**src/rtl/clkbuf_pkg.sv**
```systemverilog
package clkbuf_pkg;
  typedef enum logic [1:0] {
    MODE_OFF    = 2'b00,
    MODE_A_ONLY = 2'b01,
    MODE_BYPASS = 2'b10,
    MODE_BOTH   = 2'b11
  } buf_mode_e;
endpackage

```
**src/rtl/cb_sync.sv**
```systemverilog
module cb_sync #(
  parameter int W      = 1,
  parameter int STAGES = 2
) (
  input  logic         clk,
  input  logic         rst,
  input  logic [W-1:0] d,
  output logic [W-1:0] q
);
  logic [W-1:0] stg [STAGES];

  always_ff @(posedge clk) begin
    if (rst) stg[0] <= '0;
    else     stg[0] <= d;
  end

  generate
    for (genvar i = 1; i < STAGES; i++) begin : g_stage
      always_ff @(posedge clk) begin
        if (rst) stg[i] <= '0;
        else     stg[i] <= stg[i-1];
      end
    end
  endgenerate

  assign q = stg[STAGES-1];
endmodule

```
**src/rtl/cb_rise_det.sv**
```systemverilog
module cb_rise_det (
  input  logic clk,
  input  logic rst,
  input  logic din,
  output logic rise
);
  logic synced;
  logic prev;

  cb_sync #(.W(1), .STAGES(2)) u_sync (
    .clk(clk), .rst(rst), .d(din), .q(synced)
  );

  always_ff @(posedge clk) begin
    if (rst) prev <= 1'b0;
    else     prev <= synced;
  end

  assign rise = synced & ~prev;
endmodule

```
**src/rtl/cb_idle_mon.sv**
```systemverilog
module cb_idle_mon #(
  parameter int IDLE_TIMEOUT = 64
) (
  input  logic clk,
  input  logic rst,
  input  logic rise,
  output logic idle
);
  localparam int CW = $clog2(IDLE_TIMEOUT + 1);
  localparam logic [CW-1:0] LIMIT = CW'(IDLE_TIMEOUT);

  logic [CW-1:0] cnt;

  always_ff @(posedge clk) begin
    if (rst)               cnt <= '0;
    else if (rise)         cnt <= '0;
    else if (cnt != LIMIT) cnt <= cnt + 1'b1;
  end

  assign idle = (cnt == LIMIT);

  // a reference edge always releases power-down
  p_rise_clears_r7: assert property (@(posedge clk) disable iff (rst)
    rise |=> !idle);
  // the last quiet cycle leads into power-down
  p_timeout_r6: assert property (@(posedge clk) disable iff (rst)
    (!rise && cnt == LIMIT - 1'b1) |=> idle);
endmodule

```
**src/rtl/cb_lock_timer.sv**
```systemverilog
module cb_lock_timer #(
  parameter int LOCK_WAIT = 1024
) (
  input  logic clk,
  input  logic rst,
  input  logic run,
  output logic locked
);
  localparam int CW = $clog2(LOCK_WAIT + 1);
  localparam logic [CW-1:0] LIMIT = CW'(LOCK_WAIT);

  logic [CW-1:0] cnt;

  always_ff @(posedge clk) begin
    if (rst || !run)       cnt <= '0;
    else if (cnt != LIMIT) cnt <= cnt + 1'b1;
  end

  assign locked = (cnt == LIMIT);

  p_restart_r8: assert property (@(posedge clk) disable iff (rst)
    !run |=> !locked);
endmodule

```
**src/rtl/cb_half_div.sv**
```systemverilog
module cb_half_div (
  input  logic clk,
  input  logic rst,
  input  logic en,
  input  logic tick,
  output logic q
);
  always_ff @(posedge clk) begin
    if (rst || !en) q <= 1'b0;
    else if (tick)  q <= ~q;
  end

  p_div_hold_r10: assert property (@(posedge clk) disable iff (rst)
    !en |=> !q);
  p_div_step_r10: assert property (@(posedge clk) disable iff (rst)
    (en && tick) |=> (q != $past(q)));
endmodule

```
**src/rtl/clkbuf_mode_ctrl.sv**
```systemverilog
module clkbuf_mode_ctrl
  import clkbuf_pkg::*;
#(
  parameter int IDLE_TIMEOUT = 64,
  parameter int LOCK_WAIT    = 1024
) (
  input  logic       clk,
  input  logic       rst,
  input  logic       ref_clk,
  input  logic       pll_clk,
  input  logic [1:0] sel,
  input  logic       b_half_en,
  output logic       bank_a_oe,
  output logic       bank_b_oe,
  output logic       src_pll,
  output logic       pll_enable,
  output logic       bank_b_half
);
  logic [1:0] sel_sync;
  buf_mode_e  mode;
  logic       ref_rise, pll_rise, idle, locked, pll_run;
  logic       nxt_a, nxt_b;

  cb_sync #(.W(2), .STAGES(2)) u_sel_sync (
    .clk(clk), .rst(rst), .d(sel), .q(sel_sync)
  );
  cb_rise_det u_ref_edge (.clk(clk), .rst(rst), .din(ref_clk), .rise(ref_rise));
  cb_rise_det u_pll_edge (.clk(clk), .rst(rst), .din(pll_clk), .rise(pll_rise));

  cb_idle_mon #(.IDLE_TIMEOUT(IDLE_TIMEOUT)) u_idle (
    .clk(clk), .rst(rst), .rise(ref_rise), .idle(idle)
  );

  assign mode    = buf_mode_e'(sel_sync);
  assign pll_run = !idle && (mode == MODE_A_ONLY || mode == MODE_BOTH);

  cb_lock_timer #(.LOCK_WAIT(LOCK_WAIT)) u_lock (
    .clk(clk), .rst(rst), .run(pll_run), .locked(locked)
  );

  always_comb begin
    nxt_a = 1'b0;
    nxt_b = 1'b0;
    if (!idle) begin
      unique case (mode)
        MODE_OFF:    ;
        MODE_A_ONLY: nxt_a = locked;
        MODE_BYPASS: begin nxt_a = 1'b1; nxt_b = 1'b1; end
        MODE_BOTH:   begin nxt_a = locked; nxt_b = locked; end
        default:     ;
      endcase
    end
  end

  always_ff @(posedge clk) begin
    if (rst) begin
      bank_a_oe  <= 1'b0;
      bank_b_oe  <= 1'b0;
      src_pll    <= 1'b0;
      pll_enable <= 1'b0;
    end else begin
      bank_a_oe  <= nxt_a;
      bank_b_oe  <= nxt_b;
      src_pll    <= pll_run;
      pll_enable <= pll_run;
    end
  end

  cb_half_div u_bdiv (
    .clk(clk), .rst(rst), .en(bank_b_oe && b_half_en),
    .tick(src_pll ? pll_rise : ref_rise), .q(bank_b_half)
  );

  p_pdown_r6: assert property (@(posedge clk) disable iff (rst)
    idle |=> (!bank_a_oe && !bank_b_oe && !pll_enable && !src_pll));
  p_b_implies_a_r5: assert property (@(posedge clk) disable iff (rst)
    bank_b_oe |-> bank_a_oe);
  p_bypass_r4: assert property (@(posedge clk) disable iff (rst)
    (bank_a_oe && !src_pll) |-> !pll_enable);
  p_lock_gate_r8: assert property (@(posedge clk) disable iff (rst)
    (pll_run && !locked) |=> !bank_a_oe);
endmodule

```
**config.mk**
```make
export PLATFORM = sky130hd
export DESIGN_NAME = clkbuf_mode_ctrl
export DESIGN_NICKNAME = d
export VERILOG_FILES = /design/src/rtl/clkbuf_pkg.sv /design/src/rtl/cb_sync.sv /design/src/rtl/cb_rise_det.sv /design/src/rtl/cb_idle_mon.sv /design/src/rtl/cb_lock_timer.sv /design/src/rtl/cb_half_div.sv /design/src/rtl/clkbuf_mode_ctrl.sv
export SDC_FILE = /design/constraint.sdc
export NUM_CORES = 1
export LEC_CHECK = 0
export ABC_AREA = 0
export BUFFER_PORTS_ARGS = -buffer_cell sky130_fd_sc_hd__buf_2
export CAP_MARGIN = 40
export CORE_MARGIN = 2
export CORE_UTILIZATION = 57
export DETAILED_ROUTE_END_ITERATION = 7
export HOLD_SLACK_MARGIN = 0.1
export PLACE_DENSITY = 0.77
export SLEW_MARGIN = 5
export SYNTH_ARGS = -nofsm -noshare
export SYNTH_HDL_FRONTEND = slang
export SYNTH_SLANG_ARGS = --single-unit
export TNS_END_PERCENT = 30
```
**constraint.sdc**
```tcl
create_clock -name clk -period 1.8 [get_ports clk]
set_input_delay 0.09 -clock clk [delete_from_list [all_inputs] [get_ports clk]]
set_output_delay 0.09 -clock clk [all_outputs]
set_load 0.1 [all_outputs]
```
## After elaboration in Yosys (flattened, before gate mapping)

Memory sizes are Yosys's and may differ from the RTL's.
Index checks and enable logic that the tools add are counted.

| operators by class | value |
|---|---|
| add/subtract/negate cells | 2 |
| equality and inequality tests | 7 |
| mux-type cells | 12 |
| bitwise gates (word level) | 11 |
| reductions and logical operators | 11 |

Operators with widths:

| cell | count |
|---|---|
| $add 11x1->11 const B | 1 |
| $eq 11x11->1 const B | 1 |
| $ne 11x11->1 const B | 1 |
| $mux 1 | 8 |
| $add 7x1->7 const B | 1 |
| $eq 7x7->1 const B | 1 |
| $ne 7x7->1 const B | 1 |
| $or 1x1->1 | 6 |
| $reduce_or 2->1 | 3 |
| $eq 2x2->1 const B | 2 |
| $mux 2 | 2 |
| $pmux 1 s2 | 2 |
| $logic_not 1->1 | 3 |
| $logic_or 1x1->1 | 3 |
| $not 1->1 | 3 |
| $and 1x1->1 | 2 |
| $eq 2x1->1 const B | 1 |
| $logic_and 1x1->1 | 2 |

| storage, ports and cells | value |
|---|---|
| register bits | 24 |
| RAM bits | 8 |
| bits of input ports | 7 |
| output and inout port bits | 5 |
| logic and storage cells | 54 |
| memories kept | 3 |

Memory list:

| memory | words | width | read ports | clocked after memory_dff | wr ports | line | RTL |
|---|---|---|---|---|---|---|---|
| u_sel_sync.stg | 2 | 2 | 2 | 0 | 2 | cb_sync.sv:10 | `logic [W-1:0] stg [STAGES];` |
| u_pll_edge.u_sync.stg | 2 | 1 | 2 | 0 | 2 | cb_sync.sv:10 |  |
| u_ref_edge.u_sync.stg | 2 | 1 | 2 | 0 | 2 | cb_sync.sv:10 |  |

## Longest topological paths before layout

Gate-level depths: netlist of the first run.

| depth | value |
|---|---|
| word-level depth | 5 |
| depth in mapped cells | 6 |
| depth with buffers taken out | 5 |

## Modules after synthesis

Synthesis of the first run repeated with hierarchy kept, for this count alone.

| second synthesis, totals | value |
|---|---|
| cell total of the unflattened synthesis | 139 |
| area, all modules | 1398.8 um2 |

By module, submodules not included:

| module | times used | cells an instance | area each (um2) | seq. area each (um2) |
|---|---|---|---|---|
| cb_lock_timer | 1 | 64 | 559.3 | 220.2 |
| cb_idle_mon | 1 | 38 | 350.3 | 140.1 |
| clkbuf_mode_ctrl | 1 | 12 | 142.6 | 60.1 |
| cb_sync at u_pll_edge.u_sync ... | 2 | 4 | 52.6 | 40.0 |
| cb_sync at u_sel_sync | 1 | 8 | 105.1 | 80.1 |
| cb_rise_det | 2 | 3 | 47.5 | 20.0 |
| cb_half_div | 1 | 3 | 41.3 | 20.0 |

## Worst setup path before layout of the first run

Ideal clock, no wire load.

| timing | value |
|---|---|
| path type | register -> register |
| start point | register pll_enable (netlist name) |
| end point | register u_bdiv.q |
| library setup time | 0.096 ns |
| arrival time | 1.558 ns |
| data required time | 1.704 ns |
| path slack | 0.146 ns |
| cell stages (with the launch flop) | 4 |
| buffers on the path | 0 |
| period minus slack after synthesis | 1.654 ns |
| path through | dfxtp_1 > and3b_1 > nor3_1 > nor4b_1 |

RTL lines:

| item | line | RTL |
|---|---|---|
| end signal: assignment | cb_half_div.sv:10 | `else if (tick) q <= ~q;` |
| end: declaration | cb_half_div.sv:6 | `output logic q` |

## Final worst setup path of the first run

| timing | value |
|---|---|
| start point | register u_lock.cnt[0] |
| end point | register u_lock.cnt[5] |

| between the ends | value |
|---|---|
| longest elaborated chain between the ends | 1 |
| elaborated cells between the ends (all ways) | 2 |
| those cells by class | 1 x add/sub; 1 x eq/ne |

Ends and longest elaborated chain:

| item | line | RTL |
|---|---|---|
| start: declaration | cb_lock_timer.sv:12 | `logic [CW-1:0] cnt;` |
| start signal: assignment | cb_lock_timer.sv:16 | `else if (cnt != LIMIT) cnt <= cnt + 1'b1;` |
| $add 11x1->11 or $ne 11x11->1 (tied branches) | cb_lock_timer.sv:16 |  |

Parallel ways exist; a longest one is shown, timed or not.
A chain may end at the register's enable or synchronous reset.

==> flow_metrics.tcl, run 1 <==
set metrics [dict create \
    dieArea_sq_um 2890 \
    grt_start_max_net_pins 14 \
    hold_violations 0 \
    r2r-start "u_lock.cnt[0]" \
    crit_chain "inv_1 > ha_1 > or4b_1 > nor3_2 > a211oi_1" \
    grt_pass1_vias 1048 \
    worstSetupEndpointType "register" \
    clock_skew_ns 0.0109 \
    cts.sinks 32 \
    grt_use_total_pct 24.0 \
    leakage_nw 0.605 \
    grt_first_pass_wirelength_um 4750 \
    multi_input_area_sq_um 724 \
    hpwl_um 1970 \
    overflow 0 \
    wire_per_inst_um 14.5 \
    viasPerCell 5.82 \
    cts_tree "yes" \
    io_buffers 11 \
    syn_area_sq_um 1410 \
    dp.cells 186 \
    cts_buffers 5 \
    synthToLayoutAreaGrowth_pct 17.6 \
    drive_gt1_share_pct 18.9 \
    routed_wl_um 2970 \
    worst-path-buf-inv 1 \
    hp-start "u_sel_sync.stg[0][1]" \
    start_kind "register" \
    ys_top_cells_by_area "dfxtp_1 (45%), nor2b_1 (5.3%), ha_1 (3.5%), a21oi_1 (3.2%), o31ai_1 (2.7%)" \
    antenna_found_initial 0 \
    core.rowCount 18 \
    regArea_sq_um 641 \
    min_path_type "register to register" \
    cp_slowest_cell "or4b_1" \
    drc 0 \
    vias 1194 \
    h-tree-depth 2 \
    n_antenna_cell 0 \
    hold_end "u_sel_sync.stg[1][1]" \
    critical_path.max_stage_delay_ns 0.52 \
    start_util_pct 58.7 \
    cts_root_buffer "clkbuf_4" \
    cts.clk_slew.worst_paths_ns 0.11 \
    postCtsSetupBuffers 0 \
    gp_congestion 0.756 \
    tightest_slew_ns 0.625 \
    finish.instance_area_sq_um 1660 \
    crit_family "simple AND/OR/NAND/NOR gates" \
    coreArea_sq_um 2410 \
    nFillCells 198 \
    powerDensity_nw_per_um2 762 \
    ys_ff_latch 32 \
    dpl_cell_area_sq_um 1490 \
    maxSlewViolCount 0 \
    ant_nets 0 \
    finalNonFillerCells 205 \
    crit_type "register to register" \
    fin_crit_sh_pct 96.1 \
    reg2regPathDepth 5 \
    drt-initial-drc-count 15 \
    finalSetupViolCount 0 \
    r2r_end "u_lock.cnt[5]" \
    final_core_util_pct 69.0 \
    setup_tns_ns 0 \
    ys_warn_count 0 \
    synth_cells 148 \
    netlist-cell-type-count 41 \
    yosysTopAreaCell "dfxtp_1" \
    synth_nets 159 \
    cp.arrival_ns 1.96 \
    die_w_um 53.8 \
    timing.hold.ws_ns 0.450 \
    required_ns 2.02 \
    drv_cap 0 \
    die_h_um 53.8 \
    period_needed_ns 1.73 \
    ios 12 \
    status "complete, no violations" \
    nets 185 \
    max-slew-margin-rel_pct 57.8 \
    regToRegSetupSlack_ns 0.07 \
    clk_latency_ns 0.34 \
    ys_seq_area_share_pct 45.3 \
    cp_max_fo 5 \
    yosys.area.top_type_share_pct 45.3 \
    whs_path_depth 1 \
    dr.pass1.iters 4 \
    cts_buffer_depth 2 \
    ir_drop_uv 698 \
    syn_area_per_cell_sq_um 9.55 \
    fmax_ghz 0.578 \
    grt_setup_unrepaired "true" \
]
[cells in the final DEF (no fill, tap or decap), types with 4 or more instances in the layout]
master and count:
dfxtp_1 32, nor2b_1 12, dlygate4sd3_1 11, buf_2 11
nand2_1 9, a21oi_1 9, inv_1 7, nor2_1 6
nand3_1 6, o21ai_0 6, o31ai_1 5, clkbuf_4 5
nor3_1 4, xor2_1 4, ha_1 4
[what timing repair did]
action,CTS,global route
hold buffers,11,0
gates resized for setup,0,1
endpoints found under the hold margin,12,0
endpoints found under the setup margin,0,3
[cells in the mapped netlist, drive strengths merged]
cell    number
nor3b        1
nand3        7
ha           4
clkbuf       1
dfxtp       32
or4          4
a211oi       5
nand4        3
o31ai        5
nor4         2
nand2b       2
nand2        9
or3          4
xor2         4
inv          7
a31oi        1
nor3         5
xnor2        1
o211ai       3
a311o        1
and2b        1
or4b         3
a21oi        9
a41oi        1
and3b        1
o21ai        6
or2          1
nor2         6
buf          3
nor2b       12
nor4b        4
[layout make-up]
| type | count | share of cell area [%] |
|---|---|---|
| Tap cell | 30 | 2.26 |
| Inverter | 7 | 1.58 |
| Clock inverter | 3 | 1.43 |
| Clock buffer | 5 | 2.26 |
| Timing Repair Buffer | 23 | 10.4 |
| Sequential cell | 32 | 38.5 |
| Multi-Input combinational cell | 105 | 43.6 |
[state kept, by name (all words and copies together) (netlist names)]
| name | flops |
|---|---|
| u_lock.cnt | 11 |
| u_idle.cnt | 7 |
| u_sel_sync.stg | 4 |
| u_pll_edge.u_sync.stg | 2 |
| u_ref_edge.u_sync.stg | 2 |
| bank_a_oe | 1 |
| bank_b_oe | 1 |
| pll_enable | 1 |
| u_bdiv.q | 1 |
| u_pll_edge.prev | 1 |
| u_ref_edge.prev | 1 |
[worst max path at each step]
stage | start | end | cells after the start
finish | u_lock.cnt[0] | u_lock.cnt[5] | 5
global route | u_lock.cnt[0] | u_lock.cnt[1] | 5
CTS | u_lock.cnt[0] | u_lock.cnt[5] | 5
detailed placement | u_lock.cnt[0] | u_lock.cnt[5] | 5
global placement | u_lock.cnt[0] | u_lock.cnt[6] | 5
floorplan | pll_enable | u_bdiv.q | 3
[logic make-up after synthesis]
group,after synthesis,share of synthesized area [%]
and+or+nand+nor,65,29.1
DFF,32,45.3
AOI/OAI and AO/OA,31,15.1
buffers and inverters,11,3.81
xor gates and xnor gates,5,3.10
adders and majority gates,4,3.54
[routing by layer]
metal  track usage (%)  wire (um)  up-vias
li1                  -          -      597
met1              26.2       1220      563
met2              41.3       1580       26
met3              8.33         92        8
met4              11.5         75        0
met5                 0          0        -
[where the power goes]
part           switching (mW)  internal, mW  total [mW]
logic                  0.0568        0.0428      0.0996
registers              0.0119         0.725       0.737
clock network           0.276         0.154       0.430
[through the flow]
stage,worst slack (ns),total power [mW]
after floorplan,0.146,0.814
after global placement,0.171,0.830
after detailed placement,0.0985,0.834
after CTS,0.0800,1.28
after global routing,-0.0149,1.32
final,0.0694,1.27
(Power assumes the default switching activity.)
==> inputs of run 2 (changes only) <==
--- a/config.mk
+++ b/config.mk
@@ -13,6 +13,7 @@
 export DETAILED_ROUTE_END_ITERATION = 7
 export HOLD_SLACK_MARGIN = 0.1
 export PLACE_DENSITY = 0.77
+export REMOVE_ABC_BUFFERS = 1
 export SLEW_MARGIN = 5
 export SYNTH_ARGS = -nofsm -noshare
 export SYNTH_HDL_FRONTEND = slang
==> run 2 against run 1 <==
- worst hold slack got worse by 0.0059 ns
- critical path type unchanged
- sequential share of layout area decreased by 0.63 points
- global-route usage decreased by 1.8 points
- via count decreased by 2.9%
- register-to-register slack improved by 0.05 ns
- final cell count increased by 0.49%
- first-iteration DRC count increased by 80%
- highest routed layer unchanged
- wire length decreased by 8.9%
- count of clock-buffer cells in the layout unchanged
- non-clock buffer count increased by 1
==> flow_metrics.tcl, run 2 (synthesis results as in run 1) <==
set metrics [dict create \
    powerDensity_nw_per_um2 813 \
    multi_input_area_sq_um 726 \
    max-slew-margin-rel_pct 63.8 \
    wire_per_inst_um 13.1 \
    antenna_found_initial 0 \
    worstSetupEndpointType "register" \
    gp_congestion 0.864 \
    viasPerCell 5.63 \
    min_path_type "register to register" \
    required_ns 2.02 \
    p_comb_share_pct 7.2 \
    cts_buffers 5 \
    core.rowCount 18 \
    nFillCells 177 \
    cts_buffer_depth 2 \
    ir_drop_uv 865 \
    crit_start "u_lock.cnt[0]" \
    n_antenna_cell 0 \
    r2r_end "u_lock.cnt[1]" \
    r2r-start "u_lock.cnt[0]" \
    regArea_sq_um 641 \
    die_h_um 53.8 \
    period_needed_ns 1.68 \
    finish.instance_area_sq_um 1690 \
    largest_reg_flops 11 \
    hold_violations 0 \
    overflow 0 \
    finalSetupViolCount 0 \
    routed_wl_um 2700 \
    nets 186 \
    dpl_cell_area_sq_um 1490 \
    switching_share_pct 23.1 \
    clk_latency_ns 0.34 \
    start_kind "register" \
    dieArea_sq_um 2890 \
    cts_root_buffer "clkbuf_4" \
    h-tree-depth 2 \
    regMostFlops "u_lock.cnt" \
    whs_path_depth 1 \
    synthToLayoutAreaGrowth_pct 19.6 \
    grt_pass1_vias 1066 \
    hold_end "u_sel_sync.stg[1][0]" \
    cp_max_fo 5 \
    tightest_slew_ns 0.535 \
    power_frac_clock_pct 39.3 \
    grt_first_pass_wirelength_um 4540 \
    final_cell_mix "dfxtp_1 (32), nor2b_1 (12), dlygate4sd3_1 (11), buf_2 (11)" \
    regToRegSetupSlack_ns 0.12 \
    vias 1159 \
    mostFrequentLayoutCell "dfxtp_1" \
    setup_tns_ns 0 \
    drc 0 \
    drv_cap 0 \
    netSwitchingPower_mw 0.318 \
    cts_tree "yes" \
    ant_nets 0 \
    hp-start "u_sel_sync.stg[0][0]" \
    final_core_util_pct 70.1 \
    die_w_um 53.8 \
    hpwl_um 1810 \
    grt_use_total_pct 22.2 \
    fmax_ghz 0.596 \
    dr.pass1.iters 4 \
    start_util_pct 58.7 \
    leakage_nw 0.615 \
    drive_gt1_share_pct 18.8 \
    clock_skew_ns 0.0105 \
    grt_setup_unrepaired "false" \
    maxSlewViolCount 0 \
    crit_type "register to register" \
    reg2regPathDepth 5 \
    coreArea_sq_um 2410 \
    drt-initial-drc-count 27 \
    io_buffers 11 \
    grt_start_max_net_pins 14 \
    p_int_mw 1.06 \
    cts.sinks 32 \
    cp.arrival_ns 1.90 \
    ios 12 \
    top_regs "u_lock.cnt x11, u_idle.cnt x7, u_sel_sync.stg x4" \
    status "complete, no violations" \
    fin_crit_sh_pct 93.2 \
    cts.clk_slew.worst_paths_ns 0.10 \
    seq_power_share_pct 53.6 \
]
==> run 2: changes by cell type in the layout (fill, tap and decap cells not counted), sizes merged <==
cell / change
clkinvlp: -1
bufinv: +1
buf: +1
==> run 2: area by class of cell <==
class | instances | area share, %
Clock buffer | 5 | 2.22
Clock inverter | 3 | 2.52
Inverter | 7 | 1.55
Multi-Input combinational cell | 105 | 42.9
Sequential cell | 32 | 37.9
Tap cell | 30 | 2.22
Timing Repair Buffer | 24 | 10.7
==> run 2: what timing repair did <==
item,CTS,global route
endpoints found under the setup margin,0,2
gates resized for setup,0,1
endpoints found under the hold margin,12,0
setup buffers,0,0
hold buffers,11,0
==> run 2: per-layer routing <==
| metal | track usage (%) | share of wire (%) | wire [um] | up-vias |
|---|---|---|---|---|
| met5 | 0 | 0 | 0 | - |
| met4 | 8.12 | 1.5 | 40 | 0 |
| met3 | 8.33 | 4.7 | 128 | 6 |
| met2 | 35.8 | 48 | 1300 | 24 |
| met1 | 26.9 | 46 | 1230 | 535 |
| li1 | - | - | - | 594 |
==> run 2: worst max-delay path by stage <==
stage / endpoint / slack, ns
after CTS: u_lock.cnt[5] / 0.1
after detailed placement: u_lock.cnt[5] / 0.11
final: u_lock.cnt[1] / 0.12
after floorplan: u_bdiv.q / -0.54
after global placement: u_lock.cnt[5] / 0.18
after global routing: u_lock.cnt[1] / 0.003
==> run 2: worst max-delay path: stages, from the launching register on <==
cell and delay, ns:
dfxtp_1 0.36, inv_1 0.09, ha_1 0.19, or4b_1 0.54, o31ai_1 0.28, a21oi_1 0.11
==> run 2: power groups by stage <==
stage | Clock [mW] | Sequential [mW] | Combinational (mW)
2_1_floorplan | 0 | 0.767 | 0.0417
3_3_place_gp | 0 | 0.752 | 0.0773
3_5_place_dp | 0 | 0.753 | 0.0801
4_1_cts | 0.551 | 0.737 | 0.0968
5_1_grt | 0.580 | 0.739 | 0.109
6_report | 0.540 | 0.736 | 0.0986
==> run 2: metrics by stage <==
stage	worst slack [ns]	cells	hold slack (ns)	power [mW]
floorplan	-0.541	144	0.162	0.809
global placement	0.184	187	0.304	0.829
detailed placement	0.112	187	0.306	0.833
CTS	0.0968	206	0.451	1.38
global route	0.00337	206	0.469	1.43
finish	0.122	206	0.444	1.37
==> inputs of run 3 (changes only) <==
--- a/config.mk
+++ b/config.mk
@@ -8,7 +8,6 @@
 export ABC_AREA = 0
 export BUFFER_PORTS_ARGS = -buffer_cell sky130_fd_sc_hd__buf_2
 export CAP_MARGIN = 40
-export CORE_MARGIN = 2
 export CORE_UTILIZATION = 57
 export DETAILED_ROUTE_END_ITERATION = 7
 export HOLD_SLACK_MARGIN = 0.1
==> run 3 against run 2 <==
- register-to-register slack got worse by 0.02 ns
- flip-flop and latch count unchanged
- total power decreased by 7.9%
- maximum frequency decreased by 1.4%
- non-clock buffer count unchanged
- clock power decreased by 20%
- count of clock-buffer cells in the layout increased by 1
- utilization increased by 3.1 points
- setup slack got worse by 0.024 ns
- worst hold slack improved by 0.0050 ns
- critical path type unchanged
- largest cell class unchanged
==> flow_metrics.tcl, run 3 (synthesis results as in run 1) <==
set metrics [dict create \
    status "complete, no violations" \
    cp.arrival_ns 1.93 \
    hpwl_um 2000 \
    core.rowCount 17 \
    finish.instance_area_sq_um 1670 \
    n_antenna_cell 0 \
    cts_root_buffer "clkbuf_4" \
    fin_crit_sh_pct 94.6 \
    largest_reg_flops 11 \
    min_path_type "register to register" \
    cp_max_fo 5 \
    powerDensity_nw_per_um2 760 \
    viasPerCell 5.87 \
    clock_skew_ns 0.0102 \
    drt-initial-drc-count 34 \
    worst-path-buf-inv 1 \
    cp_slowest_cell "or4b_1" \
    worstSetupEndpointType "register" \
    coreArea_sq_um 2280 \
    cts_buffers 5 \
    crit_type "register to register" \
    max-slew-margin-rel_pct 60.9 \
    period_needed_ns 1.70 \
    vias 1197 \
    grt_start_max_net_pins 14 \
    top_regs "u_lock.cnt x11, u_idle.cnt x7, u_sel_sync.stg x4" \
    start_util_pct 62.1 \
    tightest_slew_ns 0.579 \
    grt_setup_unrepaired "false" \
    die_w_um 51.8 \
    h-tree-depth 2 \
    wire_per_inst_um 14.5 \
    finalSetupViolCount 0 \
    crit_family "simple AND/OR/NAND/NOR gates" \
    cp.depth 5 \
    drive_gt1_share_pct 19.3 \
    dp.cells 186 \
    fin_ws_ns 0.0980 \
    ios 12 \
    nets 186 \
    ant_nets 0 \
    maxSlewViolCount 0 \
    grt_use_total_pct 26.1 \
    routed_wl_um 2950 \
    cts_tree "yes" \
    cts.sinks 32 \
    place_ws_ns 0.0795 \
    io_buffers 11 \
    die_h_um 51.8 \
    finalNonFillerCells 204 \
    reg2regPathDepth 5 \
    drv_cap 0 \
    clk_latency_ns 0.34 \
    leakage_nw 0.612 \
    grt_pass1_vias 1198 \
    fmax_ghz 0.588 \
    final_core_util_pct 73.2 \
    gp_congestion 0.914 \
    dieArea_sq_um 2680 \
    start_kind "register" \
    critical_path.max_stage_delay_ns 0.55 \
    mostFrequentLayoutCell "dfxtp_1" \
    ir_drop_uv 790 \
    regMostFlops "u_lock.cnt" \
    dr.pass1.iters 4 \
    antenna_found_initial 0 \
    crit_chain "inv_1 > ha_1 > or4b_1 > o31ai_1 > a21oi_1" \
    hold_violations 0 \
    drc 0 \
    overflow 0 \
    final_cell_mix "dfxtp_1 (32), nor2b_1 (12), buf_2 (11)" \
    whs_path_depth 1 \
    synthToLayoutAreaGrowth_pct 17.9 \
    timing.hold.ws_ns 0.449 \
    required_ns 2.02 \
    nFillCells 174 \
    cts.clk_slew.worst_paths_ns 0.09 \
    cts_buffer_depth 2 \
    dpl_cell_area_sq_um 1500 \
    grt_first_pass_wirelength_um 4930 \
]
## run 3: cell count changes in the layout (fill, tap and decap cells not counted), sizes merged
cell,before,now
buf,13,14
bufinv,1,0
clkbuf,5,6
clkinv,1,2
clkinvlp,1,0
dlygate4sd3,11,10
## run 3: metrics by stage
step / power (mW) / TNS [ns]
floorplan: 0.809 / -0.541
global placement: 0.829 / 0
detailed placement: 0.836 / 0
CTS: 1.28 / 0
global route: 1.32 / 0
finish: 1.27 / 0
## run 3: routing by layer
| metal | GRT usage, % | wire (um) | vias up |
|---|---|---|---|
| li1 | - | - | 597 |
| met1 | 28.6 | 1280 | 560 |
| met2 | 45.7 | 1500 | 33 |
| met3 | 8.77 | 121 | 7 |
| met4 | 10.8 | 54 | 0 |
| met5 | 0 | 0 | - |
## run 3: cell type report
class	count	area, sq um	area share (%)
Clock buffer	6	51.3	3.08
Inverter	7	26.3	1.58
Timing Repair Buffer	24	178	10.7
Clock inverter	2	10.0	0.601
Sequential cell	32	641	38.4
Multi-Input combinational cell	105	726	43.5
Tap cell	28	35.0	2.10
## run 3: worst reg2reg max path, stage by stage (launching register included)
cell     delay, ns
dfxtp_1       0.36
inv_1         0.10
ha_1          0.19
or4b_1        0.55
o31ai_1       0.29
a21oi_1       0.10
## run 3: worst paths after layout
kind	slack, ns	endpoint	start
worst min-delay path	0.45	u_sel_sync.stg[1][0]	u_sel_sync.stg[0][0]
worst max register to register	0.1	u_lock.cnt[1]	u_lock.cnt[0]
worst max-delay path	0.1	u_lock.cnt[1]	u_lock.cnt[0]
worst min register to register	0.45	u_sel_sync.stg[1][0]	u_sel_sync.stg[0][0]
## run 3: repair_timing
| action | in CTS | in global routing |
|---|---|---|
| endpoints found under the setup margin | 0 | 3 |
| gates resized for setup | 0 | 1 |
| hold endpoints to repair | 12 | 0 |
| buffers inserted | 0 | 0 |
| hold buffers | 10 | 0 |
## run 3: power by group
part / internal, mW / leakage (nW) / switching (mW)
Combinational: 0.0413 / 0.313 / 0.0579
Clock: 0.185 / 0.0380 / 0.245
Sequential: 0.725 / 0.260 / 0.0122
